===== src/rtl/i2cRxPkg.sv =====
package i2cRxPkg;

  typedef enum logic [2:0] {
    OP_IDLE,
    OP_FRAME_START,
    OP_FRAME_STOP,
    OP_ADDR,
    OP_RECV
  } opKindT;

  typedef struct packed {
    logic loadShift;
    logic shiftStep;
    logic captureRx;
  } dpStrobeT;

  localparam logic [7:0] CODE_IDLE      = 8'hF8;
  localparam logic [7:0] CODE_START     = 8'h08;
  localparam logic [7:0] CODE_RESTART   = 8'h10;
  localparam logic [7:0] CODE_WADDR_ACK = 8'h18;
  localparam logic [7:0] CODE_WADDR_NAK = 8'h20;
  localparam logic [7:0] CODE_ARB_LOST  = 8'h38;
  localparam logic [7:0] CODE_RADDR_ACK = 8'h40;
  localparam logic [7:0] CODE_RADDR_NAK = 8'h48;
  localparam logic [7:0] CODE_DATA_ACK  = 8'h50;
  localparam logic [7:0] CODE_DATA_NAK  = 8'h58;

endpackage


===== src/rtl/i2cRxDatapath.sv =====
module i2cRxDatapath
  import i2cRxPkg::*;
#(
  parameter int DATA_W = 8
) (
  input  logic              clk,
  input  logic              rstN,
  input  dpStrobeT          strobe,
  input  logic              sdaSample,
  input  logic              dataWrite,
  input  logic [DATA_W-1:0] dataIn,
  output logic [DATA_W-1:0] dataOut,
  output logic              txBit
);

  logic [DATA_W-1:0] dataReg;
  logic [DATA_W-1:0] shiftReg;

  always_ff @(posedge clk) begin
    if (!rstN) begin
      dataReg  <= '0;
      shiftReg <= '0;
    end else begin
      if (strobe.captureRx) begin
        dataReg <= shiftReg;
      end else if (dataWrite) begin
        dataReg <= dataIn;
      end
      if (strobe.loadShift) begin
        shiftReg <= dataReg;
      end else if (strobe.shiftStep) begin
        shiftReg <= {shiftReg[DATA_W-2:0], sdaSample};
      end
    end
  end

  assign dataOut = dataReg;
  assign txBit   = shiftReg[DATA_W-1];

endmodule


===== src/rtl/i2cRxControl.sv =====
module i2cRxControl
  import i2cRxPkg::*;
#(
  parameter int CLK_DIV = 4,
  parameter int DATA_W  = 8
) (
  input  logic       clk,
  input  logic       rstN,
  input  logic       ctlWrite,
  input  logic       wrEnable,
  input  logic       wrStart,
  input  logic       wrStop,
  input  logic       wrAck,
  input  logic       wrClear,
  input  logic       txBit,
  input  logic       addrDir,
  input  logic       sclIn,
  input  logic       sdaIn,
  output dpStrobeT   strobe,
  output logic       eventFlag,
  output logic [7:0] statusCode,
  output logic       stopBusy,
  output logic       framingOp,
  output logic       sclOe,
  output logic       sdaOe
);

  localparam int DIV_W = (CLK_DIV > 1) ? $clog2(CLK_DIV) : 1;
  localparam int BIT_W = $clog2(DATA_W + 1);
  localparam logic [DIV_W-1:0] DIV_LAST = DIV_W'(CLK_DIV - 1);
  localparam logic [BIT_W-1:0] ACK_SLOT = BIT_W'(DATA_W);

  opKindT           opKind;
  logic [DIV_W-1:0] divCnt;
  logic [1:0]       quarter;
  logic [BIT_W-1:0] bitCnt;
  logic             flag, busOwned, pendStart, ackEn, dirRead, ackSeen;
  logic             sclLow, sdaLow;
  logic [7:0]       status;

  logic tick, go, held, canAddr, canRecv, dataBit;
  logic cmdFresh, cmdStop, cmdRestart, cmdAddr, cmdRecv, launchStart;

  always_comb begin
    tick        = (opKind != OP_IDLE) && (divCnt == DIV_LAST);
    go          = ctlWrite && wrEnable && wrClear && (opKind == OP_IDLE);
    held        = go && busOwned && flag;
    canAddr     = (status == CODE_START) || (status == CODE_RESTART);
    canRecv     = (status == CODE_RADDR_ACK) || (status == CODE_DATA_ACK);
    cmdFresh    = go && !busOwned && wrStart;
    cmdStop     = held && wrStop;
    cmdRestart  = held && wrStart && !wrStop;
    cmdAddr     = held && !wrStart && !wrStop && canAddr;
    cmdRecv     = held && !wrStart && !wrStop && canRecv;
    launchStart = pendStart && (opKind == OP_IDLE) && sclIn && sdaIn;
    dataBit     = bitCnt < ACK_SLOT;

    strobe           = '0;
    strobe.loadShift = cmdAddr;
    strobe.shiftStep = ((opKind == OP_ADDR) || (opKind == OP_RECV)) &&
                       tick && (quarter == 2'd2) && dataBit;
    strobe.captureRx = (opKind == OP_RECV) && tick && (quarter == 2'd3) &&
                       (bitCnt == ACK_SLOT);
  end

  always_ff @(posedge clk) begin
    if (!rstN) begin
      opKind    <= OP_IDLE;
      divCnt    <= '0;
      quarter   <= 2'd0;
      bitCnt    <= '0;
      flag      <= 1'b0;
      status    <= CODE_IDLE;
      busOwned  <= 1'b0;
      pendStart <= 1'b0;
      ackEn     <= 1'b0;
      dirRead   <= 1'b0;
      ackSeen   <= 1'b0;
      sclLow    <= 1'b0;
      sdaLow    <= 1'b0;
    end else if (opKind == OP_IDLE) begin
      divCnt  <= '0;
      quarter <= 2'd0;
      bitCnt  <= '0;
      if (go) ackEn <= wrAck;
      if (cmdFresh) begin
        pendStart <= 1'b1;
        flag      <= 1'b0;
      end
      if (cmdStop) begin
        opKind <= OP_FRAME_STOP;
        flag   <= 1'b0;
      end
      if (cmdRestart) begin
        opKind <= OP_FRAME_START;
        flag   <= 1'b0;
      end
      if (cmdAddr) begin
        opKind  <= OP_ADDR;
        flag    <= 1'b0;
        dirRead <= addrDir;
      end
      if (cmdRecv) begin
        opKind <= OP_RECV;
        flag   <= 1'b0;
      end
      if (launchStart) begin
        opKind    <= OP_FRAME_START;
        pendStart <= 1'b0;
      end
    end else begin
      divCnt <= tick ? '0 : divCnt + 1'b1;
      if (tick) begin
        quarter <= quarter + 2'd1;
        case (opKind)
          OP_FRAME_START: begin
            case (quarter)
              2'd0: sdaLow <= 1'b0;
              2'd1: sclLow <= 1'b0;
              2'd2: sdaLow <= 1'b1;
              default: begin
                sclLow   <= 1'b1;
                opKind   <= OP_IDLE;
                flag     <= 1'b1;
                status   <= busOwned ? CODE_RESTART : CODE_START;
                busOwned <= 1'b1;
              end
            endcase
          end
          OP_FRAME_STOP: begin
            case (quarter)
              2'd0: sdaLow <= 1'b1;
              2'd1: sclLow <= 1'b0;
              2'd2: sdaLow <= 1'b0;
              default: begin
                opKind   <= OP_IDLE;
                busOwned <= 1'b0;
              end
            endcase
          end
          OP_ADDR, OP_RECV: begin
            case (quarter)
              2'd0: begin
                if (opKind == OP_ADDR) sdaLow <= dataBit ? !txBit : 1'b0;
                else                   sdaLow <= dataBit ? 1'b0 : ackEn;
              end
              2'd1: sclLow <= 1'b0;
              2'd2: begin
                if (!dataBit) ackSeen <= !sdaIn;
                if ((opKind == OP_ADDR) && dataBit && !sdaLow && !sdaIn) begin
                  opKind   <= OP_IDLE;
                  sdaLow   <= 1'b0;
                  sclLow   <= 1'b0;
                  busOwned <= 1'b0;
                  flag     <= 1'b1;
                  status   <= CODE_ARB_LOST;
                end
              end
              default: begin
                sclLow <= 1'b1;
                if (!dataBit) begin
                  opKind <= OP_IDLE;
                  flag   <= 1'b1;
                  bitCnt <= '0;
                  if (opKind == OP_RECV)
                    status <= ackEn ? CODE_DATA_ACK : CODE_DATA_NAK;
                  else if (dirRead)
                    status <= ackSeen ? CODE_RADDR_ACK : CODE_RADDR_NAK;
                  else
                    status <= ackSeen ? CODE_WADDR_ACK : CODE_WADDR_NAK;
                end else begin
                  bitCnt <= bitCnt + 1'b1;
                end
              end
            endcase
          end
          default: opKind <= OP_IDLE;
        endcase
      end
    end
  end

  assign eventFlag  = flag;
  assign statusCode = status;
  assign stopBusy   = (opKind == OP_FRAME_STOP);
  assign framingOp  = (opKind == OP_FRAME_START) || (opKind == OP_FRAME_STOP);
  assign sclOe      = sclLow;
  assign sdaOe      = sdaLow;

endmodule


===== src/rtl/i2cRxMaster.sv =====
module i2cRxMaster
  import i2cRxPkg::*;
#(
  parameter int CLK_DIV = 4,
  parameter int DATA_W  = 8
) (
  input  logic              clk,
  input  logic              rstN,
  input  logic              ctlWrite,
  input  logic              wrEnable,
  input  logic              wrStart,
  input  logic              wrStop,
  input  logic              wrAck,
  input  logic              wrClear,
  input  logic              dataWrite,
  input  logic [DATA_W-1:0] dataIn,
  output logic              eventFlag,
  output logic [7:0]        statusCode,
  output logic [DATA_W-1:0] dataOut,
  output logic              stopBusy,
  output logic              sclOe,
  input  logic              sclIn,
  output logic              sdaOe,
  input  logic              sdaIn
);

  dpStrobeT dpStrobe;
  logic     txBit;
  logic     framingOp;

  i2cRxControl #(.CLK_DIV(CLK_DIV), .DATA_W(DATA_W)) u_control (
    .clk(clk), .rstN(rstN),
    .ctlWrite(ctlWrite), .wrEnable(wrEnable), .wrStart(wrStart),
    .wrStop(wrStop), .wrAck(wrAck), .wrClear(wrClear),
    .txBit(txBit), .addrDir(dataOut[0]),
    .sclIn(sclIn), .sdaIn(sdaIn),
    .strobe(dpStrobe), .eventFlag(eventFlag), .statusCode(statusCode),
    .stopBusy(stopBusy), .framingOp(framingOp),
    .sclOe(sclOe), .sdaOe(sdaOe)
  );

  i2cRxDatapath #(.DATA_W(DATA_W)) u_datapath (
    .clk(clk), .rstN(rstN),
    .strobe(dpStrobe), .sdaSample(sdaIn),
    .dataWrite(dataWrite), .dataIn(dataIn),
    .dataOut(dataOut), .txBit(txBit)
  );

endmodule


===== config.mk =====
export PLATFORM = sky130hd
export DESIGN_NAME = i2cRxMaster
export DESIGN_NICKNAME = d
export VERILOG_FILES = /design/src/rtl/i2cRxPkg.sv /design/src/rtl/i2cRxDatapath.sv /design/src/rtl/i2cRxControl.sv /design/src/rtl/i2cRxMaster.sv
export SDC_FILE = /design/constraint.sdc
export NUM_CORES = 1
export LEC_CHECK = 0
export BUFFER_PORTS_ARGS = -buffer_cell sky130_fd_sc_hd__buf_4
export CAP_MARGIN = 30
export CORE_MARGIN = 10
export CORE_UTILIZATION = 60
export DETAILED_ROUTE_END_ITERATION = 16
export PLACE_DENSITY = 0.88
export REMOVE_ABC_BUFFERS = 1
export SETUP_SLACK_MARGIN = 0.3
export SLEW_MARGIN = 10
export SYNTH_ARGS = -nofsm -noshare
export SYNTH_HDL_FRONTEND = slang
export SYNTH_SLANG_ARGS = --single-unit

===== constraint.sdc =====
create_clock -name clk -period 3.6 [get_ports clk]
set_input_delay 0.72 -clock clk [delete_from_list [all_inputs] [get_ports clk]]
set_output_delay 0.72 -clock clk [all_outputs]
set_load 0.05 [all_outputs]

==> results of run 1 <==
state kept, by name (all words and copies together) (netlist names), 2 cells and up:
| name | flops |
|---|---|
| u_control.opKind | 3 |
| u_datapath.dataOut | 8 |
| u_control.divCnt | 2 |
| u_control.statusCode | 5 |
| u_control.quarter | 2 |
| u_datapath.shiftReg | 8 |
| u_control.bitCnt | 4 |
per-stage QoR:
| stage | setup WS [ns] | instances | hold WS [ns] |
|---|---|---|---|
| 2_1_floorplan | 1.528 | 252 | 0.4043 |
| 3_3_place_gp | 1.435 | 335 | 0.4177 |
| 3_5_place_dp | 1.356 | 335 | 0.4213 |
| 4_1_cts | 1.325 | 343 | 0.4317 |
| 5_1_grt | 1.008 | 343 | 0.4540 |
| 6_report | 1.327 | 343 | 0.4262 |
synth_stat cells, drive strengths merged (3+ instances only):
| master | n | area [sq um] |
|---|---|---|
| a211oi | 9 | 67.56 |
| a21oi | 12 | 60.06 |
| a31oi | 10 | 62.56 |
| buf | 9 | 65.06 |
| clkbuf | 10 | 37.54 |
| dfxtp | 40 | 800.8 |
| ha | 10 | 125.1 |
| inv | 11 | 41.29 |
| mux2i | 13 | 130.1 |
| nand2 | 31 | 116.4 |
| nand2b | 6 | 37.54 |
| nand3 | 3 | 15.01 |
| nand4 | 6 | 37.54 |
| nor2 | 27 | 101.4 |
| nor3 | 5 | 25.02 |
| nor3b | 5 | 42.54 |
| o211ai | 5 | 37.54 |
| o21ai | 16 | 80.08 |
| o311ai | 3 | 43.80 |
| o31ai | 4 | 30.03 |
path summary, 6_finish.rpt:
path,to,startpoint,slack (ns)
hold reg to reg,u_control.divCnt[0],u_control.divCnt[0],0.43
setup / recovery,stopBusy,u_control.opKind[1],1.33
setup reg to reg,u_control.opKind[0],u_control.quarter[0],1.33
hold / removal,u_control.divCnt[0],u_control.divCnt[0],0.43
per-layer routing:
metal	up-vias	share of wire (%)	track usage [%]
li1	1026	-	-
met1	1007	44	19.30
met2	69	48	29.06
met3	7	6.8	5.298
met4	0	1.4	6.228
met5	-	0	0
cells by family after synthesis:
group / Yosys count / synth area share, %
AO/OA/AOI/OAI: 74 / 22.93
XOR/XNOR: 3 / 1.177
adder cells (fa/ha/maj): 10 / 5.605
buffers and inverters: 30 / 6.446
flip-flops: 40 / 35.87
multiplexers: 13 / 5.829
other: 1 / 0.1680
AND/OR/NAND/NOR: 98 / 21.97
final cells by class:
type / count / area (sq um)
Inverter: 11 / 41.29
Tap cell: 48 / 60.06
Timing Repair Buffer: 35 / 262.8
Clock buffer: 6 / 82.58
Multi-Input combinational cell: 201 / 1295
Sequential cell: 40 / 800.8
Clock inverter: 2 / 38.79
Fill cell: 289 / 1052
report_power, final:
part / internal [mW] / switching (mW) / total, mW / leakage [nW]
Clock: 0.227 / 0.159 / 0.386 / 0.0614
Combinational: 0.0296 / 0.0489 / 0.0785 / 0.673
Sequential: 0.448 / 0.00541 / 0.454 / 0.324
critical path: stages (launching register included):
cell     delay, ns
dfxtp_1       0.72
nand2_1       0.19
nor2_1        0.13
buf_4         0.21
==> reports/qor.csv, run 1 <==
stage,metric,value,unit
place,I/O Buffers,35,
logic_synthesis,"Seq/Total Area, Yosys",35.87,%
run_status,status,"finished, final reports clean",
floorplan,IO Pins,39,
clock_network,Post CTS Setup Buffer Count,0,
floorplan,Die Height,81.00,um
power,Leak,1.058,nW
logic_synthesis,"EDFF count, synth",0,
clock_network,worst skew pair latency,0.30,ns
clock_network,Num CTS Buffers,5,
clock_network,CTS tree,done,
grt,first-pass GRT wire length,9018,um
grt,initial antenna violation count,0,
timing,setup violators final,0,
setup_path,R2R cell count,6,
power,peak supply drop,0.0002095,V
detailed_routing,drt wl/cell,15.78,um
detailed_routing,total routed wirelength,5413,um
setup_path,crit path launch type,flip-flop,
cells_and_area,share of cells above drive strength 1,16.27,%
cells_and_area,final instance area,0.002581,sq mm
hold_path,hold depth,1,
timing,final hold violations,0,
cells_and_area,Final #Nets,323,
clock_network,"Clk pin slew, worst setup/hold paths",0.08,ns
clock_network,clk sinks,40,
detailed_routing,DRT Pass-1 Iters,4,
floorplan,Die X,81.00,um
setup_path,Worst setup EP type,output pin,
cells_and_area,P&R area growth vs syn,15.64,%
timing,"Slew Viols, Final",0,
logic_synthesis,Syn Area/Cell,8.298,sq um
detailed_routing,via count,2109,
timing,Fin Setup TNS,0,ns
timing,RSZ-0062 raised after global routing,false,
cells_and_area,diode count,0,
setup_path,Crit Path Category,reg2out,
hold_path,Hold WC Path Type,reg2reg,
job,Max Cap Viol,0,
place,placed instance area,0.002460,sq mm
detailed_routing,vias per cell,6.149,
setup_path,critical path required time,2.88,ns
logic_synthesis,cells after synthesis,269,
clock_network,depth of the CTS H-tree,2,
floorplan,# rows,22,
setup_path,CP Data Arrival Time,1.55,ns
clock_network,cts repair resizes,0,
timing,Tcrit/Tclk final,63.14,%
grt,largest net degree at the start of global routing,23,
detailed_routing,DRT antenna net count,0,
timing,Rel. slew slack,49.22,%
floorplan,core region area,0.003633,sq mm
logic_synthesis,Ys Warns,0,
power,pwr dens,355.7,mW/mm^2
setup_path,Crit Path Max Fanout,19,
timing,Achievable Freq,439.9,MHz
logic_synthesis,mapped cell area,0.002232,sq mm
grt,number of global-route vias before repair,1966,
clock_network,CTS Buffer Depth,2,
grt,grt ovf,0,
power,total power,918.1,uW
floorplan,Initial Util,61.43,%
logic_synthesis,async set or reset register ratio after synthesis,0,%
detailed_routing,DRC Markers,0,
floorplan,die area,0.006560,sq mm
cells_and_area,"most common cell after layout, fill and taps aside",dfxtp_1,
detailed_routing,initial DRC count,183,
logic_synthesis,synth unique cells,51,
place,Placer Congestion,0.8642,
clock_network,Root Buffer,clkbuf_8,
cells_and_area,Finished Core Util,71.04,%
grt,Total GRT Usage,16.92,%
logic_synthesis,Synth Register Bits,40,
cells_and_area,most frequent cells in the layout,"40 x dfxtp_1, 35 x buf_4, 31 x nand2_1",
clock_network,hold buffers post-CTS,0,
logic_synthesis,most used flip-flop cell after synthesis,dfxtp_1,
timing,Clock Skews,0.01199,ns
timing,Slew @ Worst Pin,0.7511,ns
place,DPL Wire Length,3862,um
timing,clock period minus worst slack,2.273,ns
Power figures use the tool's default switching activity.
==> inputs of run 2 (changes only) <==
--- a/config.mk
+++ b/config.mk
@@ -8,9 +8,9 @@
 export BUFFER_PORTS_ARGS = -buffer_cell sky130_fd_sc_hd__buf_4
 export CAP_MARGIN = 30
 export CORE_MARGIN = 10
-export CORE_UTILIZATION = 60
+export CORE_UTILIZATION = 50
 export DETAILED_ROUTE_END_ITERATION = 16
-export PLACE_DENSITY = 0.88
+export PLACE_DENSITY = 0.78
 export REMOVE_ABC_BUFFERS = 1
 export SETUP_SLACK_MARGIN = 0.3
 export SLEW_MARGIN = 10
==> constraint.sdc (replaced) <==
create_clock -name clk -period 1.92 [get_ports clk]
set_input_delay 0.384 -clock clk [delete_from_list [all_inputs] [get_ports clk]]
set_output_delay 0.384 -clock clk [all_outputs]
set_load 0.05 [all_outputs]
==> run 2 against run 1 <==
  * Routed wire length rose by 18%
  * Register-to-register slack got worse by 1.1 ns
  * Critical path type is now reg2reg
  * Sequential share of layout area fell by 4.0 points
  * Final cell count rose by 9.9%
  * Critical endpoint is now u_control.sdaOe
==> reports/qor.csv, run 2 (synthesized netlist as in run 1, its figures left out) <==
stage,metric,value,unit,change
cells_and_area,fillers,339,,was 289
timing,Fin Setup TNS,0,ns,unchanged
power,pwr dens,528.3,mW/mm^2,was 355.7 mW/mm^2
floorplan,core region area,0.004324,sq mm,was 0.003633 sq mm
power,peak supply drop,0.0004197,V,was 0.0002095 V
detailed_routing,drt wl/cell,17.01,um,was 15.78 um
setup_path,Worst setup EP type,flip-flop,,was output pin
cells_and_area,most frequent cells in the layout,"58 x buf_4, 35 x dfxtp_1, 30 x nand2_1",,"was 40 x dfxtp_1, 35 x buf_4, 31 x nand2_1"
floorplan,# rows,24,,was 22
timing,"Slew Viols, Final",0,,unchanged
power,Sw Ratio,25.69,%,was 23.26%
detailed_routing,DRT Pass-1 Iters,5,,was 4
detailed_routing,via count,2290,,"was 2,109"
clock_network,Root Buffer,clkbuf_8,,unchanged
floorplan,die area,0.007537,sq mm,was 0.006560 sq mm
detailed_routing,total routed wirelength,6413,um,was 5413 um
clock_network,"Clk pin slew, worst setup/hold paths",0.08,ns,about the same
detailed_routing,DRC Markers,0,,unchanged
grt,Total GRT Usage,16.13,%,was 16.92%
timing,setup violators final,0,,unchanged
clock_network,worst skew pair latency,0.30,ns,about the same
floorplan,IO Pins,39,,unchanged
timing,RSZ-0062 raised after global routing,true,,was false
setup_path,Crit Path Category,reg2reg,,was reg2out
cells_and_area,fin cells,377,,was 343
power,switching pwr,408.3,uW,was 213.5 uW
timing,Min Hold Slack,0.3177,ns,was 0.4262 ns
cells_and_area,P&R area growth vs syn,34.81,%,was 15.64%
hold_path,Hold WC Path Type,in2reg,,was reg2reg
floorplan,Die X,86.82,um,was 81.00 um
place,Cells after DPL,354,,was 335
setup_path,CP Data Arrival Time,1.94,ns,was 1.55 ns
clock_network,clk sinks,40,,unchanged
setup_path,Crit Path Max Fanout,3,,was 19
power,Reg power frac,53.3,%,was 49.4%
power,Clock Power Share,37.1,%,was 42.0%
timing,Achievable Freq,581.7,MHz,
timing,Clock Skews,0.01144,ns,was 0.01199 ns
place,DPL Wire Length,4130,um,was 3862 um
run_status,status,"finished, final reports clean",,unchanged
grt,grt ovf,0,,unchanged
detailed_routing,initial DRC count,135,,was 183
power,Int Pwr,1.181,mW,was 704.6 uW
clock_network,Num CTS Buffers,5,,unchanged
timing,Slew @ Worst Pin,0.5617,ns,was 0.7511 ns
power,total power,1.590,mW,was 918.1 uW
timing,final hold violations,0,,unchanged
place,"worst slack, placed",0.1000,ns,was 1.356 ns
grt,largest net degree at the start of global routing,23,,unchanged
grt,initial antenna violation count,0,,unchanged
grt,number of global-route vias before repair,2132,,"was 1,966"
grt,GR Layer Usage met2,26.92,%,was 29.06%
cells_and_area,final instance area,0.003009,sq mm,was 0.002581 sq mm
timing,Rel. slew slack,62.51,%,was 49.22%
place,Placer Congestion,0.9133,,was 0.8642
cells_and_area,Finished Core Util,69.59,%,was 71.04%
power,combinational group share of total power,9.6,%,was 8.5%
clock_network,CTS Buffer Depth,2,,unchanged
grt,"Most Used Layer, Global Route",met2,,unchanged
floorplan,Die Height,86.82,um,was 81.00 um
cells_and_area,diode count,0,,unchanged
cells_and_area,Final #Nets,353,,was 323
clock_network,hold buffers post-CTS,0,,unchanged
cells_and_area,"most common cell after layout, fill and taps aside",buf_4,,was dfxtp_1
grt,met3 Use GR,5.066,%,was 5.298%
clock_network,depth of the CTS H-tree,2,,unchanged
clock_network,CTS tree,done,,unchanged
setup_path,critical path required time,2.14,ns,was 2.88 ns
floorplan,Initial Util,51.62,%,was 61.43%
timing,clock period minus worst slack,1.719,ns,
job,Max Cap Viol,0,,unchanged
place,placed instance area,0.002577,sq mm,was 0.002460 sq mm
cells_and_area,share of cells above drive strength 1,32.92,%,was 16.27%
power,Leak,1.243,nW,was 1.058 nW
timing,Setup WS post-layout,0.2010,ns,was 1.327 ns
setup_path,crit path launch type,flip-flop,,unchanged
place,I/O Buffers,35,,unchanged
grt,met1 usage,18.79,%,was 19.30%
detailed_routing,DRT antenna net count,0,,unchanged
detailed_routing,vias per cell,6.074,,was 6.149
timing,Tcrit/Tclk final,89.53,%,
grt,first-pass GRT wire length,9991,um,was 9018 um
[run 2: changes by cell type in the layout (fill, tap and decap cells not counted), sizes merged]
| cell | before | now |
|---|---|---|
| buf | 35 | 64 |
| bufinv | 1 | 0 |
| clkinv | 1 | 2 |
| o311ai | 3 | 4 |
[run 2: area by class of cell]
class | instances | area, sq um | area share, %
tap | 52 | 65.06 | 2.162
multi-input combinational | 202 | 1484 | 49.31
sequential | 40 | 814.5 | 27.07
clock buffer | 6 | 82.58 | 2.744
inverter | 11 | 46.29 | 1.538
clock inverter | 2 | 10.01 | 0.3326
timing repair buffer | 64 | 506.7 | 16.84
[run 2: power by group through the flow]
stage / clock network [mW] / registers [mW] / logic, mW
global route: 0.629 / 0.849 / 0.163
CTS: 0.598 / 0.848 / 0.149
finish: 0.590 / 0.847 / 0.152
floorplan: 0 / 0.903 / 0.0465
detailed placement: 0 / 0.870 / 0.148
global placement: 0 / 0.870 / 0.147
[run 2: layer usage]
metal / part of all wire [%] / vias to the layer above / routed length [um]
met3: 7.8 / 11 / 502
li1: - / 1092 / -
met1: 44 / 1090 / 2798
met5: 0 / - / 0
met4: 1.6 / 0 / 102
met2: 47 / 97 / 3010
[run 2: path summary, 6_finish.rpt]
check	start	to	slack, ns	cells past startpoint
max	u_control.quarter[0]	u_control.sdaOe	0.20	7
min	wrAck	u_control.ackEn	0.32	3
max reg2reg	u_control.quarter[0]	u_control.sdaOe	0.20	7
min reg2reg	u_control.divCnt[0]	u_control.divCnt[0]	0.44	1
[run 2: repair_timing]
action                                  4_1_cts  5_1_grt
buffers inserted                              6        8
endpoints found under the setup margin       31       29
pin swaps                                    10       15
cloned                                        1        0
gates resized for setup                      35       21
[run 2: critical path, cell delays in order (launching register included)]
cell and delay (ns):
dfxtp_2 0.38, inv_4 0.06, ha_4 0.17, buf_6 0.12, or4_4 0.42, a31oi_1 0.21
o21ai_1 0.09, o31ai_1 0.19
